File: src/rtl/tlb_pkg.sv
package tlb_pkg;

  typedef struct packed {
    logic cache;
    logic ld;
    logic st;
    logic fx;
    logic vld;
  } tlb_ctl_t;

  localparam int CTL_W = 5;

  localparam logic [1:0] KIND_LOAD  = 2'd1;
  localparam logic [1:0] KIND_STORE = 2'd2;
  localparam logic [1:0] KIND_FETCH = 2'd3;

  // right required by an access kind; kind 0 behaves as a load
  function automatic logic right_ok(tlb_ctl_t c, logic [1:0] kind);
    case (kind)
      KIND_STORE: right_ok = c.st;
      KIND_FETCH: right_ok = c.fx;
      default:    right_ok = c.ld;
    endcase
  endfunction

  // reason code: 0 no mapping, else the violated access kind
  function automatic logic [1:0] fault_code(logic mapped, logic [1:0] kind);
    if (!mapped)        fault_code = 2'd0;
    else if (kind == 0) fault_code = KIND_LOAD;
    else                fault_code = kind;
  endfunction

endpackage

File: src/rtl/tlb_cam.sv
module tlb_cam
  import tlb_pkg::*;
#(
  parameter int N     = 8,
  parameter int PG_W  = 20,
  parameter int IDX_W = $clog2(N)
) (
  input  logic              clk,
  input  logic              rst_n,
  input  logic [PG_W-1:0]   lk_page,
  output logic [N-1:0]      lk_hit_vec,
  output logic [PG_W-1:0]   lk_frame,
  output tlb_ctl_t          lk_ctl,
  output logic [IDX_W-1:0]  lk_idx,
  input  logic [PG_W-1:0]   pr_page,
  output logic [N-1:0]      pr_hit_vec,
  output logic [PG_W-1:0]   pr_frame,
  output tlb_ctl_t          pr_ctl,
  output logic [IDX_W-1:0]  pr_idx,
  input  logic              wr_en,
  input  logic [IDX_W-1:0]  wr_idx,
  input  logic [PG_W-1:0]   wr_frame,
  input  tlb_ctl_t          wr_ctl
);

  logic [PG_W-1:0] tag_q [N];
  logic [PG_W-1:0] frm_q [N];
  tlb_ctl_t        ctl_q [N];

  for (genvar e = 0; e < N; e++) begin : g_ent
    always_ff @(posedge clk) begin
      if (!rst_n) begin
        tag_q[e] <= '0;
        frm_q[e] <= '0;
        ctl_q[e] <= '0;
      end else if (wr_en && wr_idx == IDX_W'(e)) begin
        tag_q[e] <= pr_page;
        frm_q[e] <= wr_frame;
        ctl_q[e] <= wr_ctl;
      end
    end
    assign lk_hit_vec[e] = ctl_q[e].vld && (tag_q[e] == lk_page);
    assign pr_hit_vec[e] = ctl_q[e].vld && (tag_q[e] == pr_page);
  end

  always_comb begin
    lk_frame = '0;
    lk_ctl   = '0;
    lk_idx   = '0;
    pr_frame = '0;
    pr_ctl   = '0;
    pr_idx   = '0;
    for (int i = 0; i < N; i++) begin
      if (lk_hit_vec[i]) begin
        lk_frame = lk_frame | frm_q[i];
        lk_ctl   = lk_ctl | ctl_q[i];
        lk_idx   = lk_idx | IDX_W'(i);
      end
      if (pr_hit_vec[i]) begin
        pr_frame = pr_frame | frm_q[i];
        pr_ctl   = pr_ctl | ctl_q[i];
        pr_idx   = pr_idx | IDX_W'(i);
      end
    end
  end

endmodule

File: src/rtl/tlb_victim.sv
module tlb_victim #(
  parameter int N     = 8,
  parameter int IDX_W = $clog2(N)
) (
  input  logic             clk,
  input  logic             rst_n,
  input  logic             alloc,
  input  logic [IDX_W-1:0] mru_idx,
  input  logic             mru_vld,
  output logic [IDX_W-1:0] victim_idx
);

  function automatic logic [IDX_W-1:0] step(logic [IDX_W-1:0] v);
    step = (v == IDX_W'(N - 1)) ? '0 : v + 1'b1;
  endfunction

  logic [IDX_W-1:0] ptr_q;

  assign victim_idx = (mru_vld && ptr_q == mru_idx) ? step(ptr_q) : ptr_q;

  always_ff @(posedge clk) begin
    if (!rst_n)     ptr_q <= '0;
    else if (alloc) ptr_q <= step(victim_idx);
  end

endmodule

File: src/rtl/tlb_xlate.sv
module tlb_xlate
  import tlb_pkg::*;
#(
  parameter int N     = 8,
  parameter int PG_W  = 20,
  parameter int OFF_W = 12
) (
  input  logic                   clk,
  input  logic                   rst_n,
  input  logic                   xlat_en,
  input  logic                   req_valid,
  input  logic [1:0]             req_kind,
  input  logic [PG_W+OFF_W-1:0]  req_vaddr,
  output logic [PG_W+OFF_W-1:0]  rsp_paddr,
  output logic                   rsp_cache_en,
  output logic                   rsp_trap,
  output logic [1:0]             rsp_cause,
  input  logic                   ta_wr_en,
  input  logic [PG_W+OFF_W-1:0]  ta_wr_data,
  output logic [PG_W+OFF_W-1:0]  ta_q,
  input  logic                   ent_wr_en,
  input  logic [PG_W+OFF_W-1:0]  ent_wr_data,
  output logic [PG_W+OFF_W-1:0]  ent_rd_data
);

  localparam int VA_W  = PG_W + OFF_W;
  localparam int IDX_W = (N > 1) ? $clog2(N) : 1;
  localparam int GAP_W = OFF_W - CTL_W;

  logic [N-1:0]     lk_hit_vec, pr_hit_vec;
  logic [PG_W-1:0]  lk_frame, pr_frame;
  tlb_ctl_t         lk_ctl, pr_ctl;
  logic [IDX_W-1:0] lk_idx, pr_idx;
  logic [IDX_W-1:0] victim_idx, wr_idx, mru_idx;
  logic             mru_vld;

  // named internal events
  logic lk_used, lk_any, lk_ok, pr_any, alloc_fire;
  logic [1:0] code;
  logic [GAP_W-1:0] wr_rsvd_unused;

  tlb_cam #(.N(N), .PG_W(PG_W), .IDX_W(IDX_W)) cam_i (
    .clk        (clk),
    .rst_n      (rst_n),
    .lk_page    (req_vaddr[VA_W-1:OFF_W]),
    .lk_hit_vec (lk_hit_vec),
    .lk_frame   (lk_frame),
    .lk_ctl     (lk_ctl),
    .lk_idx     (lk_idx),
    .pr_page    (ta_q[VA_W-1:OFF_W]),
    .pr_hit_vec (pr_hit_vec),
    .pr_frame   (pr_frame),
    .pr_ctl     (pr_ctl),
    .pr_idx     (pr_idx),
    .wr_en      (ent_wr_en),
    .wr_idx     (wr_idx),
    .wr_frame   (ent_wr_data[VA_W-1:OFF_W]),
    .wr_ctl     (tlb_ctl_t'(ent_wr_data[CTL_W-1:0]))
  );

  tlb_victim #(.N(N), .IDX_W(IDX_W)) vic_i (
    .clk        (clk),
    .rst_n      (rst_n),
    .alloc      (alloc_fire),
    .mru_idx    (mru_idx),
    .mru_vld    (mru_vld),
    .victim_idx (victim_idx)
  );

  assign wr_rsvd_unused = ent_wr_data[OFF_W-1:CTL_W];

  assign lk_used = req_valid && xlat_en;
  assign lk_any  = |lk_hit_vec;
  assign lk_ok   = lk_any && lk_ctl.vld && right_ok(lk_ctl, req_kind);
  assign code    = fault_code(lk_any, req_kind);

  always_comb begin
    if (!xlat_en) begin
      rsp_paddr    = req_vaddr;
      rsp_cache_en = 1'b1;
    end else if (lk_ok) begin
      rsp_paddr    = {lk_frame, req_vaddr[OFF_W-1:0]};
      rsp_cache_en = lk_ctl.cache;
    end else begin
      rsp_paddr    = '0;
      rsp_cache_en = 1'b0;
    end
  end

  assign rsp_trap  = lk_used && !lk_ok;
  assign rsp_cause = rsp_trap ? code : 2'd0;

  // trap-address register: a trap overrides a software write
  always_ff @(posedge clk) begin
    if (!rst_n)        ta_q <= '0;
    else if (rsp_trap) ta_q <= {req_vaddr[VA_W-1:2], code};
    else if (ta_wr_en) ta_q <= ta_wr_data;
  end

  assign pr_any      = |pr_hit_vec;
  assign alloc_fire  = ent_wr_en && !pr_any;
  assign wr_idx      = pr_any ? pr_idx : victim_idx;
  assign ent_rd_data = pr_any ? {pr_frame, {GAP_W{1'b0}}, pr_ctl} : '0;

  // recency: installs win over lookups in the same cycle
  always_ff @(posedge clk) begin
    if (!rst_n) begin
      mru_idx <= '0;
      mru_vld <= 1'b0;
    end else if (ent_wr_en) begin
      mru_idx <= wr_idx;
      mru_vld <= 1'b1;
    end else if (lk_used && lk_any) begin
      mru_idx <= lk_idx;
      mru_vld <= 1'b1;
    end
  end

endmodule

File: config.mk
export PLATFORM = sky130hd
export DESIGN_NAME = tlb_xlate
export DESIGN_NICKNAME = d
export VERILOG_FILES = /design/src/rtl/tlb_pkg.sv /design/src/rtl/tlb_cam.sv /design/src/rtl/tlb_victim.sv /design/src/rtl/tlb_xlate.sv
export SDC_FILE = /design/constraint.sdc
export NUM_CORES = 1
export LEC_CHECK = 0
export BUFFER_PORTS_ARGS = -buffer_cell sky130_fd_sc_hd__buf_2
export CELL_PAD_IN_SITES_DETAIL_PLACEMENT = 0
export CELL_PAD_IN_SITES_GLOBAL_PLACEMENT = 2
export CORE_UTILIZATION = 44
export DETAILED_ROUTE_END_ITERATION = 10
export PLACE_DENSITY = 0.82
export RECOVER_POWER = 25
export SLEW_MARGIN = 20
export SYNTH_ARGS = -nofsm -noshare
export SYNTH_HDL_FRONTEND = slang
export SYNTH_SLANG_ARGS = --single-unit
File: constraint.sdc
create_clock -name clk -period 11.4 [get_ports clk]
set_clock_uncertainty 0.2 [all_clocks]
set_input_delay 2.28 -clock clk [delete_from_list [all_inputs] [get_ports clk]]
set_output_delay 2.28 -clock clk [all_outputs]
set_load 0.05 [all_outputs]
### After elaboration in Yosys (flattened, before gate mapping)

Memory sizes are Yosys's and may differ from the RTL's.
Cells that the tools add are included.

* add/sub/neg operators: 2
* multiply operators: 0
* div/mod/pow operators: 0
* magnitude comparators: 0
* eq/ne operators: 28
* shifts and indexed selects: 0
* mux-type cells: 114
* bitwise gates (word level): 52
* reductions and logical operators: 39

Operators by type and width (number)
* $mux 20: 32
* $eq 20x20->1: 16
* $or 20x20->20: 14
* $mux 32: 5
* $mux 5: 24
* $or 5x5->5: 14
* $mux 3: 14
* $logic_and 1x1->1: 31
* $mux 1: 31
* $or 1x1->1: 24
* $eq 3x3->1 const B: 6
* $reduce_or 8->1: 2
* $mux 2: 7
* $add 3x1->3 const B: 2
* $eq 3x2->1 const B: 2
* $eq 2x2->1 const B: 2
* $reduce_bool 2->1: 2
* $eq 3x1->1 const B: 1
* $eq 3x3->1: 1
* $logic_not 3->1: 1
* $logic_not 1->1: 2
* $logic_not 2->1: 1
* $pmux 1 s2: 1

* bits in registers: 39
* latch bits: 0
* bits in writable memories: 360
* ROM bits: 0
* bits of input ports: 104
* output and inout port bits: 100
* word-level logic and storage cells: 242
* memories kept: 3

Memories
* cam_i.frm_q: depth 8, bits a word 20, read ports 8, clocked after memory_dff 0, wr ports 8, RTL line tlb_cam.sv:27 `logic [PG_W-1:0] frm_q [N];`
* cam_i.tag_q: depth 8, bits a word 20, read ports 8, clocked after memory_dff 0, wr ports 8, RTL line tlb_cam.sv:26 `logic [PG_W-1:0] tag_q [N];`
* cam_i.ctl_q: depth 8, bits a word 5, read ports 8, clocked after memory_dff 0, wr ports 8, RTL line tlb_cam.sv:28 `tlb_ctl_t ctl_q [N];`

### Depth between registers and ports, before layout

An unclocked memory read counts as a cell.

* depth in word-level cells: 23
* gate-level depth with buffers: 13
* mapped depth without buffers: 10

### Cells and area by module

Synthesis repeated with hierarchy kept, for this count alone.

* cells, all modules: 2264
* area, all modules: 23819.1 µm²

By module, submodules not included
* tlb_cam: instances 1, cells an instance 1962, area each 21065.2 µm², sequential area each 10810.4 µm²
* tlb_xlate: instances 1, cells an instance 275, area each 2462.4 µm², sequential area each 720.7 µm²
* tlb_victim: instances 1, cells an instance 27, area each 291.5 µm², sequential area each 60.1 µm²

### Worst setup path before layout

Ideal clock, no wire load.

* kind: in2out
* from: in req_vaddr[17]
* to: out rsp_cache_en
* data arrival time: 5.595 ns
* data required time: 8.920 ns
* path slack: 3.325 ns
* cell stages on the path: 11
* path buffers: 3
* cell sequence: buf_4 xor2_1 or4b_2 or4_1 nor3_1 a2111oi_0 nand3_1 nand4_1 buf_2 buf_2 o21ai_0

* word-level cells in the longest chain between the ends: 21
* elaborated cells between the ends (all ways): 37
* classes of those cells: 8 x eq/ne; 11 x mux; 7 x bitwise; 11 x reduce/logical

Ends and longest elaborated chain
* from (decl): RTL line tlb_xlate.sv:13 `input logic [PG_W+OFF_W-1:0] req_vaddr,`
* $eq 20x20->1: RTL line tlb_cam.sv:42 `assign lk_hit_vec[e] = ctl_q[e].vld && (tag_q[e] == lk_page);`
* $logic_and 1x1->1: RTL line tlb_cam.sv:42
* $mux 5: RTL line tlb_cam.sv:54 `if (lk_hit_vec[i]) begin`
* $or 5x5->5: RTL line tlb_cam.sv:56 `lk_ctl = lk_ctl | ctl_q[i];`
* $mux 5: RTL line tlb_cam.sv:54
* $or 5x5->5: RTL line tlb_cam.sv:56
* $mux 5: RTL line tlb_cam.sv:54
* $or 5x5->5: RTL line tlb_cam.sv:56
* [5 not listed]
* $or 5x5->5: RTL line tlb_cam.sv:56
* $mux 5: RTL line tlb_cam.sv:54
* $or 5x5->5: RTL line tlb_cam.sv:56
* $mux 5: RTL line tlb_cam.sv:54
* $pmux 1 s2 / $logic_and 1x1->1 (equally long branches): RTL line tlb_pkg.sv:19, tlb_xlate.sv:74
* $logic_and 1x1->1: RTL line tlb_xlate.sv:74 `assign lk_ok = lk_any && lk_ctl.vld && right_ok(lk_ctl, req_kind);`
* $mux 1 (*): RTL line tlb_xlate.sv:81 `end else if (lk_ok) begin`
* $mux 1 (*): RTL line tlb_xlate.sv:78 `if (!xlat_en) begin`
* to (decl): RTL line tlb_xlate.sv:15 `output logic rsp_cache_en,`

Mark *: on every way between the ends. The rest lies on a longest branch, timed or not.

==> reports/results.tsv <==
metric	value	unit
setup_viol	0	
violations	max-capacitance violations, max-slew violations	
final.setup.tns	0	ns
dp_slack	2.91	ns
power.total	3.91	mW
worst_setup_path_start_kind	flop	
grt_use_total	30.8	%
worstPathMaxFanout	30	
nFillCells	4488	
critPathRequiredTime	11.42	ns
power.density	154	mW/mm^2
htreeDepth	2	
maxSlewHeadroom	-136	%
syn_area	0.0223	sq mm
synthTopCellsByArea	edfxtp_1 (48%), and2_1 (9.0%), xor2_1 (7.0%), xnor2_1 (5.7%), dfxtp_1 (3.5%)	
cp-end-kind	flop	
die_height	227	um
synthDistinctLibCells	60	
ctsRootBufferMaster	clkbuf_16	
insertion_delay	0.60	ns
cts_made_buffers	46	
syn_to_final_growth	13.5	%
period_share	84.3	%
whs_endpoint	mru_vld	
cpMaxStageDelayCell	o21ai_0	
cp_top_family	compound AO/OA/AOI/OAI gates	
cts-resized-gates	0	
crit_type	reg2reg	
r2r-start	ta_q[23]	
arrival	9.64	ns
drv_cap	10	
rsz0062_at_grt	false	
intPower	2.79	mW
synthArstFlopShare	0	%
vias	17000	
rr_endpoint	cam_i.tag_q[1][0]	
min-delay-start	mru_vld	
dieWidth	227	um
p_sw_share	28.5	%
ios	204	
num_rows	82	
syn_inst	1914	
critPathBufInv	3	
grt-ovfl-total	0	
synthTopCellsByCount	edfxtp_1 (360), and2_1 (320), xor2_1 (177)	
synth-main-ff-cell	edfxtp_1	
drtPass1Iterations	5	
synth-seq-cells	399	
clk_path_buf_depth	3	
synth_edf_count	360	
status	complete, but fails checks	
post_route_cells_drive_above_1_share	15.9	%
place_hpwl	48400	um
synth_top_area_share	48.5	%
initial_utilization	44.5	%
fmax	0.104	GHz
yosysMostFrequentCell	edfxtp_1	
wl_met2	35800	um
vias_per_cell	6.17	
wl_met3	7400	um
post_cts_buffers	0	
worst_pin_slew	3.50	ns
routed_wl	79400	um
nets	2162	
pwr-share-clk	39.1	%
place_congestion	0.922	
crit_path_max_incr_delay	2.65	ns
p_sw	1.11	mW
coreArea	0.0501	sq mm
whs	0.286	ns
portBuffers	189	
dieArea	0.0516	sq mm
hp-class	reg2reg	
wl_per_cell	28.7	um
pwr-share-comb	14.6	%
reg2reg_slack	1.79	ns
drc	0	
grt_max_degree	47	
synth_area_per_cell	11.7	sq um
ant_nets	0	
grt_pass1_wl	114000	um
cts_tree	yes	
seq_power_share	46.3	%
rr_worst_depth	11	
peakVddDrop	0.0000962	V
power_leakage	9.55	nW
seq_area_frac_synth	52.0	%
antenna_found_initial	6	
path_common_cell	nor4_1	
cp_cell_sequence	clkbuf_1, xor2_1, nor4_1, nand4_1, nor4_1, clkbuf_1, nor4_1, a21boi_0, nand3_1, o21ai_0, buf_4	
layout_min_cycle_time	9.61	ns
yosys_warnings	0	
worst_slack	1.79	ns
cts.clk_slew.worst_paths	0.06	ns
drv_slew	235	
min_path_cells	2	
postCtsHoldBufs	0	
drt-met1-wl	33100	um
first_iter_violations	1721	
fin_util	50.6	%
synth_area_leader_cell	edfxtp_1	
diodes	0	
cts_sinks	399	
final-hold-violation-count	0	
grt_pass1_vias	16900	
maxUsedRoutingLayer	met5	
-- kinds of logic after synthesis --
logic type / synth area share [%]
mux: 2.43
buf+inv: 3.65
flops: 52.0
compound gates: 9.97
other cells: 0.0168
simple gates: 19.1
xor+xnor: 12.7
fa+ha+maj: 0.224
-- tightest hold or removal path: stages, from the launching register on --
cell and delay, ns:
dfxtp_1 0.33, nor3_1 0.05, nor2_1 0.07
-- layer usage --
layer | up-vias | GRT usage [%]
li1 | 7381 | -
met2 | 942 | 48.4
met1 | 8512 | 42.2
met3 | 200 | 5.46
met4 | 12 | 12.4
met5 | - | 0
-- layout by cell type (no fill, tap or decap), drive strengths merged, types with 16 or more instances in the layout --
cell type	n
a21oi	16
a221oi	56
a22o	45
a22oi	92
a31oi	20
and2	320
and3	49
buf	212
clkbuf	95
clkinv	19
dfxtp	39
edfxtp	360
inv	23
mux2	25
mux2i	26
nand3	53
nand4	72
nor2	20
nor2b	16
nor3	18
nor4	70
o31ai	19
xnor2	146
xor2	177
-- registers in the layout, indices dropped and copies added (netlist names) --
signal	count
cam_i.ctl_q	40
vic_i.ptr_q	3
cam_i.frm_q	160
ta_q	32
mru_vld	1
cam_i.tag_q	160
mru_idx	3
-- final cells by class --
class                   instances  area, sq um  area share, %
clock buffers                  55         1180           4.68
clock inverters                29          342           1.35
inverters                      22         82.6          0.326
multi-input cells            1333         9930           39.2
flip-flops and latches        399        11600           45.8
well taps                     672          841           3.32
repair buffers                252         1350           5.33
-- power groups by stage --
stage | Clock [mW] | Sequential (mW) | Combinational, mW
2_1_floorplan | 0 | 1.85 | 0.350
3_3_place_gp | 0 | 1.83 | 0.569
3_5_place_dp | 0 | 1.84 | 0.577
4_1_cts | 1.55 | 1.81 | 0.580
5_1_grt | 1.59 | 1.82 | 0.604
6_report | 1.53 | 1.81 | 0.569
-- how the worst max path moves through the flow --
stage / start / endpoint / slack [ns] / depth (start not counted)
floorplan: req_vaddr[17] / rsp_cache_en / 3.33 / 11
global placement: req_vaddr[26] / rsp_paddr[23] / 2.92 / 12
detailed placement: req_vaddr[14] / rsp_paddr[23] / 2.91 / 12
CTS: req_vaddr[26] / rsp_paddr[23] / 2.90 / 12
global route: ta_q[23] / cam_i.tag_q[1][0] / 1.52 / 11
finish: ta_q[23] / cam_i.tag_q[1][0] / 1.79 / 11
-- stage by stage --
stage	instance area, sq um	std cells
finish	25300	2762
global placement	24000	2677
global route	25300	2762
floorplan	22300	1920
detailed placement	24000	2678
CTS	25500	2762
Power figures use the tool's default switching activity.
